`config.mk`:
```
export PLATFORM = sky130hd
export DESIGN_NAME = thermal_limit_alarm
export DESIGN_NICKNAME = d
export VERILOG_FILES = /design/src/rtl/tla_pkg.sv /design/src/rtl/tla_datapath.sv /design/src/rtl/tla_control.sv /design/src/rtl/thermal_limit_alarm.sv
export SDC_FILE = /design/constraint.sdc
export NUM_CORES = 1
export LEC_CHECK = 0
export BUFFER_PORTS_ARGS = -buffer_cell sky130_fd_sc_hd__buf_2
export CORE_MARGIN = 5
export CORE_UTILIZATION = 25
export DETAILED_ROUTE_END_ITERATION = 8
export PLACE_DENSITY_LB_ADDON = 0.15
export SLEW_MARGIN = 20
export SYNTH_ARGS = -nofsm -noshare
export SYNTH_HDL_FRONTEND = slang
export SYNTH_SLANG_ARGS = --single-unit
```
`constraint.sdc`:
```
create_clock -name clk -period 1.8 [get_ports clk]
set_input_delay 0.54 -clock clk [delete_from_list [all_inputs] [get_ports clk]]
set_output_delay 0.54 -clock clk [all_outputs]
set_load 0.02 [all_outputs]
```
`src/rtl/tla_pkg.sv`:
```
package tla_pkg;
  localparam int NumCh = 2;
  localparam int ChLocal = 0;
  localparam int ChRemote = 1;

  typedef struct packed {
    logic [NumCh-1:0] over;
    logic [NumCh-1:0] below;
    logic             extLow;
  } cmp_t;
endpackage

```
`src/rtl/tla_datapath.sv`:
```
module tla_datapath
  import tla_pkg::*;
#(
  parameter int TEMP_W = 8,
  parameter int HYST   = 5,
  parameter int SYNC_N = 2
) (
  input  logic                          clk,
  input  logic                          rstN,
  input  logic [NumCh-1:0][TEMP_W-1:0]  temps,
  input  logic [NumCh-1:0][TEMP_W-1:0]  limits,
  input  logic                          extAlarmN,
  output cmp_t                          cmp
);
  localparam logic signed [TEMP_W:0] MinExt  = {2'b11, {(TEMP_W-1){1'b0}}};
  localparam logic signed [TEMP_W:0] HystExt = (TEMP_W+1)'(HYST);

  logic [SYNC_N-1:0] syncQ;

  for (genvar c = 0; c < NumCh; c++) begin : g_cmp
    logic signed [TEMP_W:0]   diffExt;
    logic signed [TEMP_W-1:0] relThr;
    always_comb begin
      diffExt = $signed({limits[c][TEMP_W-1], limits[c]}) - HystExt;
      relThr  = (diffExt < MinExt) ? MinExt[TEMP_W-1:0] : diffExt[TEMP_W-1:0];
    end
    assign cmp.over[c]  = $signed(temps[c]) > $signed(limits[c]);
    assign cmp.below[c] = $signed(temps[c]) < relThr;
  end

  always_ff @(posedge clk or negedge rstN) begin
    if (!rstN) syncQ <= '0;
    else       syncQ <= {syncQ[SYNC_N-2:0], ~extAlarmN};
  end

  assign cmp.extLow = syncQ[SYNC_N-1];
endmodule

```
`src/rtl/tla_control.sv`:
```
module tla_control
  import tla_pkg::*;
(
  input  logic             clk,
  input  logic             rstN,
  input  cmp_t             cmp,
  input  logic             statusRead,
  input  logic             intEn,
  input  logic             failIntEn,
  input  logic             fanForceEn,
  input  logic             pinAsInput,
  input  logic             sensorFail,
  input  logic             failOutEn,
  output logic [NumCh-1:0] flagV,
  output logic             flagExtIn,
  output logic             flagFail,
  output logic             alarmPinDrive,
  output logic             intPinDrive,
  output logic             failPinDrive,
  output logic             forceFull
);
  logic [NumCh-1:0] holdV;
  logic             failQ;

  for (genvar c = 0; c < NumCh; c++) begin : g_ch
    logic flagQ, armQ, holdQ;
    always_ff @(posedge clk or negedge rstN) begin
      if (!rstN) begin
        flagQ <= 1'b0;
        armQ  <= 1'b1;
        holdQ <= 1'b0;
      end else begin
        if (cmp.over[c])       holdQ <= 1'b1;
        else if (cmp.below[c]) holdQ <= 1'b0;
        if (statusRead) begin
          flagQ <= 1'b0;
          if (flagQ || cmp.over[c]) armQ <= 1'b0;
        end else begin
          if (cmp.below[c])          armQ  <= 1'b1;
          if (cmp.over[c] && armQ)   flagQ <= 1'b1;
        end
      end
    end
    assign flagV[c] = flagQ;
    assign holdV[c] = holdQ;
  end

  always_ff @(posedge clk or negedge rstN) begin
    if (!rstN) failQ <= 1'b0;
    else       failQ <= failQ | sensorFail;
  end

  assign flagFail      = failQ;
  assign flagExtIn     = pinAsInput & cmp.extLow;
  assign alarmPinDrive = ~pinAsInput & ((|holdV) | (|flagV));
  assign intPinDrive   = (intEn & (|flagV)) | (failIntEn & failQ);
  assign failPinDrive  = failOutEn & failQ;
  assign forceFull     = flagExtIn | (fanForceEn & alarmPinDrive);
endmodule

```
`src/rtl/thermal_limit_alarm.sv`:
```
module thermal_limit_alarm
  import tla_pkg::*;
#(
  parameter int TEMP_W = 8,
  parameter int HYST   = 5,
  parameter int SYNC_N = 2
) (
  input  logic              clk,
  input  logic              rstN,
  input  logic [TEMP_W-1:0] tempLocal,
  input  logic [TEMP_W-1:0] tempRemote,
  input  logic [TEMP_W-1:0] limLocal,
  input  logic [TEMP_W-1:0] limRemote,
  input  logic              statusRead,
  input  logic              intEn,
  input  logic              failIntEn,
  input  logic              fanForceEn,
  input  logic              pinAsInput,
  input  logic              extAlarmN,
  input  logic              sensorFail,
  input  logic              failOutEn,
  output logic              alarmPinDrive,
  output logic              intPinDrive,
  output logic              failPinDrive,
  output logic              flagLocal,
  output logic              flagRemote,
  output logic              flagExtIn,
  output logic              flagFail,
  output logic              forceFull
);
  logic [NumCh-1:0][TEMP_W-1:0] temps, limits;
  logic [NumCh-1:0]             flagV;
  cmp_t                         cmp;

  assign temps[ChLocal]   = tempLocal;
  assign temps[ChRemote]  = tempRemote;
  assign limits[ChLocal]  = limLocal;
  assign limits[ChRemote] = limRemote;

  tla_datapath #(.TEMP_W(TEMP_W), .HYST(HYST), .SYNC_N(SYNC_N)) u_dp (
    .clk(clk), .rstN(rstN), .temps(temps), .limits(limits),
    .extAlarmN(extAlarmN), .cmp(cmp)
  );

  tla_control u_ctl (
    .clk(clk), .rstN(rstN), .cmp(cmp), .statusRead(statusRead),
    .intEn(intEn), .failIntEn(failIntEn), .fanForceEn(fanForceEn),
    .pinAsInput(pinAsInput), .sensorFail(sensorFail), .failOutEn(failOutEn),
    .flagV(flagV), .flagExtIn(flagExtIn), .flagFail(flagFail),
    .alarmPinDrive(alarmPinDrive), .intPinDrive(intPinDrive),
    .failPinDrive(failPinDrive), .forceFull(forceFull)
  );

  assign flagLocal  = flagV[ChLocal];
  assign flagRemote = flagV[ChRemote];
endmodule

```
# Yosys cells after proc, flatten, opt, wreduce, memory -nomap -nowiden
# Index checks and enable logic that the tools add are counted.
[word_totals]
ff_bits = 9
rom_bits = 0
output_inout_bits = 8
ram_bits = 0
inputBits = 42
latch_bits = 0
mem_count = 0
[op_classes]
div = 0
addsub = 2
n_reduce_logical = 14
n_shift = 0
mux = 16
order_cmp = 6
n_bitwise = 12
mul = 0
eq_ne = 2
[ops]
columns = ["operator", "n"]
rows = [
  ["9-bit by 8-bit less-than comparator with 1-bit output (second input constant)", 2],
  ["8-bit by 4-bit subtractor with 9-bit output (second input constant)", 2],
  ["8-bit greater-than comparator", 2],
  ["8-bit less-than comparator", 2],
  ["8-bit 2-to-1 mux", 2],
  ["1-bit 2-to-1 mux", 14],
  ["2-bit nonzero test", 6],
  ["1-bit AND", 6],
  ["2-bit by 1-bit != test with 1-bit output (second input constant)", 2],
  ["1-bit OR", 4],
  ["2-bit AND reduction", 2],
  ["2-bit OR reduction", 2],
  ["1-bit logical AND", 2],
  ["1-bit logical OR", 2],
  ["1-bit inverter", 2],
]

# Longest topological paths before layout
[logic_depth]
ltp_word = 6
depth_mapped = 12
ltp_nobuf = 12

# Modules after synthesis
# A second synthesis with hierarchy kept.
[hier_totals]
cells_unflattened = 187
area_unflattened_um2 = 1493.9
[modules_own_cells]
columns = ["mod", "cells_per_inst", "seq_area_each_um2", "area_per_inst_um2", "instances"]
rows = [
  ["tla_datapath", 155, 50.0, 1159.9, 1],
  ["tla_control", 32, 177.7, 334.1, 1],
]

# Worst setup path after synthesis
# No wires, ideal clock.
[synth_timing]
path_kind = "input to register"
start = "in limRemote[1]"
end = "reg u_ctl.g_ch[1].armQ"
slack_ns = -1.089
path_buffers = 0
cell_stages = 10
t_arrival_ns = 2.809
path_cell_list = "o21ai_0 -> nand2_1 -> a2111oi_0 -> nor2_1 -> ha_1 -> and4_1 -> nor2b_1 -> a311o_1 -> mux2i_1 -> a32o_1"
[synth_between]
elab_chain_cells = 6
word_cells_on_any_way = 9
classes_between = "add/sub: 1; order compare: 3; eq/ne: 1; mux: 1; reduce/logical: 3"
[synth_rtl]
columns = ["element", "line_no", "source"]
rows = [
  ["from (decl)", "thermal_limit_alarm.sv:13", "input logic [TEMP_W-1:0] limRemote,"],
  ["8-bit by 4-bit subtractor with 9-bit output", "tla_datapath.sv:24", "diffExt = $signed({limits[c][TEMP_W-1], limits[c]}) - HystExt;"],
  ["9-bit by 8-bit less-than comparator with 1-bit output", "tla_datapath.sv:25", "relThr = (diffExt < MinExt) ? MinExt[TEMP_W-1:0] : diffExt[TEMP_W-1:0];"],
  ["8-bit 2-to-1 mux", "tla_datapath.sv:25", ""],
  ["8-bit less-than comparator", "tla_datapath.sv:28", "assign cmp.below[c] = $signed(temps[c]) < relThr;"],
  ["2-bit nonzero test (no source line)", "--", ""],
  ["2-bit AND reduction (no source line) *", "--", ""],
  ["to (signal assigned)", "tla_control.sv:30", "armQ <= 1'b1;"],
  ["to (signal assigned)", "tla_control.sv:37", "if (flagQ || cmp.over[c]) armQ <= 1'b0;"],
  ["to (signal assigned)", "tla_control.sv:39", "if (cmp.below[c]) armQ <= 1'b1;"],
  ["to (decl)", "tla_control.sv:26", "logic flagQ, armQ, holdQ;"],
]
# Mark *: on every way between the ends. The rest lies on a longest branch, timed or not.
# A chain may end at the register's enable or synchronous reset.

# Final worst setup path
[layout_timing]
start = "in limLocal[1]"
end = "reg u_ctl.g_ch[0].armQ"
[layout_between]
elab_chain_cells = 6
word_cells_on_any_way = 9
classes_between = "add/sub: 1; order compare: 3; eq/ne: 1; mux: 1; reduce/logical: 3"
[layout_rtl]
columns = ["element", "line_no", "source"]
rows = [
  ["from (decl)", "thermal_limit_alarm.sv:12", "input logic [TEMP_W-1:0] limLocal,"],
  ["8-bit by 4-bit subtractor with 9-bit output", "tla_datapath.sv:24", ""],
  ["9-bit by 8-bit less-than comparator with 1-bit output", "tla_datapath.sv:25", ""],
  ["8-bit 2-to-1 mux", "tla_datapath.sv:25", ""],
  ["8-bit less-than comparator", "tla_datapath.sv:28", ""],
  ["2-bit nonzero test (no source line)", "--", ""],
  ["2-bit AND reduction (no source line) *", "--", ""],
  ["to (signal assigned)", "tla_control.sv:30", ""],
  ["to (signal assigned)", "tla_control.sv:37", ""],
  ["to (signal assigned)", "tla_control.sv:39", ""],
  ["to (decl)", "tla_control.sv:26", ""],
]
# Marked as above.

==> run metrics <==
Gate power share=59.4%; clock insertion delay at the later pin of the skew report=0.23 ns; first-pass GRT wire length=7.734 mm; share of the synthesized area in the top cell type=27.16%; worst setup margin=-0.7149 ns; vias in the first global route=1671; CTS tree=built; site row count=28; violated checks=negative setup slack; final max-slew violation count=0; layout cell share with drive strength beyond 1=54.93%; worst path required time=1.97 ns; Worst EP arrival=2.69 ns; antenna violations before repair=0; synth warn=0; Setup Viol. Count Final=4; Initial Utilization=25.34%; PortBufs=49; Core Area=5816 um^2; filler cell count=608; count leader, synth=ha_1; cts bufs inserted=3; Power Density=442.6 nW/um^2; final wirelength=4.524 mm; Final GP Congestion=0.7626; critical path peak fanout=3; drt pass-1 iters=4; Synth Net Count=260; met1 wire length=1.991 mm; Die ar.=7532 um^2; static leakage=1.340 nW; Final nets=379; post-synthesis sequential area ratio=15.45%; Flop pwr share=21.8%; status=complete, but fails checks; die height=86.79 um; depth of the CTS H-tree=1; fmax=397.6 MHz; Final ANT Viol Nets=0; antenna cells=0; internal power=0.7935 mW; detail-routed net length per standard cell=11.94 um; Vias/cell=4.485; metal2 WL=2.289 mm; final std cell area, no fill=2753 um^2; Synth cell types=38; largest net degree at the start of global routing=10; Initial DRC Count=41; startpoint types=primary input; Seq cells post-synth=9; Final Hold Fails=0; DP Wirelength=3.748 mm; ys async rst share=100.0%; Setup TNS Final=-2.811 ns; synth top area cells=ha_1, dfrtp_1, inv_1; Critical Path End Type=flop; Hold Crit Class=in -> async; Cell Area, Synth=1474 um^2; DRC errors left=0; RSZ-0062 raised after global routing=true; Final Skew=0.00007648 ns; Total GRT Usage=12.57%; cells on worst reg2reg path=3; Synth-to-Final Area Change=86.76%; CTS clock-pin slew for the worst setup and hold paths=0.04 ns; Net Switching=0.4247 mW; number of synthesized flops with an enable pin=0; Ports=50; Sw Share=34.86%; top layer in use=met4; Avg Cell Area, Syn=7.924 um^2; # hold bufs at CTS=0; VDD IR-drop max=286.0 uV; final period utilization=139.7%; prevailing post-synth register cell=dfrtp_1; Die X=86.79 um; Sinks on Clock Net=9; relative slew slack=76.75%; CP Class=in -> reg; clock tree buffer depth=2; worst slew pin tran=0.3461 ns; grt ovf=0; area leader, netlist=ha_1; Root Driver=clkbuf_8; met3 routed wirelength=198 um; Synth top cells by count=ha_1, inv_1, nand2_1, o21ai_0, a21oi_1; Clock power frac=18.8%; Cells after Synth=186; via count=1700; Max Cap Violations=0; placed inst area=2283 um^2; clock period minus final worst setup slack=2.515 ns
-- power by group through the flow --
stage	logic (mW)	registers [mW]	clock network, mW
global route	0.815	0.270	0.253
detailed placement	0.576	0.271	0
floorplan	0.310	0.272	0
finish	0.723	0.266	0.229
CTS	0.702	0.264	0.238
global placement	0.576	0.271	0
-- critical path: stages --
cell and delay [ns]:
buf_12 0.11, inv_12 0.04, ha_4 0.12, or3b_4 0.38
mux2i_4 0.20, nor3_2 0.07, a21oi_2 0.12, ha_1 0.27
a2111oi_2 0.37, o21ai_1 0.16, a21oi_1 0.17, a32o_1 0.13
-- per-stage QoR --
stage	util [%]	power (mW)	worst slack (ns)	hold WS, ns	instances
5_1_grt	47.33	1.338	-0.8099	0.1564	379
3_3_place_gp	39.26	0.8472	-1.056	0.3382	361
4_1_cts	46.11	1.204	-0.6683	0.1500	378
3_5_place_dp	39.26	0.8472	-1.064	0.3636	361
6_report	47.33	1.218	-0.7149	0.1470	379
2_1_floorplan	-	0.5818	-0.7374	0.2444	186
-- what timing repair did --
| item | in CTS | in global routing |
|---|---|---|
| pin swaps | 16 | 11 |
| buffers inserted | 14 | 1 |
| gates resized for setup | 52 | 12 |
| setup endpoints to repair | 7 | 7 |
-- sequential cells by signal, summed over array words and instances, names as in the netlist --
register          flops
u_ctl.flagFail        1
u_dp.syncQ            2
u_ctl.g_ch.flagQ      2
u_ctl.g_ch.armQ       2
u_ctl.g_ch.holdQ      2
-- path summary, 6_finish.rpt --
| path | start | end | slack, ns |
|---|---|---|---|
| worst max-delay path | limLocal[1] | u_ctl.g_ch[0].armQ | -0.71 |
| worst min-delay path | rstN | u_ctl.g_ch[1].flagQ | 0.15 |
| worst max register to register | u_ctl.g_ch[1].flagQ | u_ctl.g_ch[1].armQ | 0.79 |
| worst min register to register | u_dp.syncQ[0] | u_dp.syncQ[1] | 0.36 |
| max in group asynchronous | rstN | u_ctl.g_ch[0].armQ | 1.41 |
| min in group clk | u_dp.syncQ[0] | u_dp.syncQ[1] | 0.36 |
-- cell families (layout without fill, tap and decap cells) --
logic type      Yosys count  after routing  share of synthesized area (%)
simple gates             60             60                          22.07
compound gates           46             46                          20.12
fa+ha+maj                32             32                          27.16
buf+inv                  26            144                          7.131
xor+xnor                  9              9                          5.348
flops                     9              9                          15.45
mux                       4              4                          2.717
-- routing by layer --
metal,GRT usage (%),vias up
met1,16.92,759
met2,21.26,29
met3,1.426,4
li1,-,908
met4,3.116,0
met5,0,-
-- placed cells by master, fill, tap and decap left out, drive strengths merged --
master / count
buf: 115
ha: 32
inv: 25
nand2: 14
o21ai: 14
a21oi: 11
xnor2: 9
nor2: 9
dfrtp: 7
nor3: 6
nor2b: 5
nand2b: 5
o21a: 4
a21o: 4
mux2i: 4
clkbuf: 4
and2: 3
nand4: 3
o211ai: 3
nand3: 3
a32o: 2
dfstp: 2
nor4: 2
a2111oi: 2
a311o: 2
and4: 2
and3: 2
or3b: 1
or4: 1
or2: 1
a211oi: 1
or4b: 1
or3: 1
nor3b: 1
a211o: 1
a31oi: 1
o31ai: 1
-- cell type report --
class,instances,area (um^2),area share [%]
Clock buffer,4,45.04,1.636
Tap cell,75,93.84,3.409
Timing Repair Buffer,115,822.0,29.86
Sequential cell,9,227.7,8.273
Inverter,25,128.9,4.682
Multi-Input combinational cell,151,1435,52.14
No activity file was read; power rests on OpenSTA's default activity.
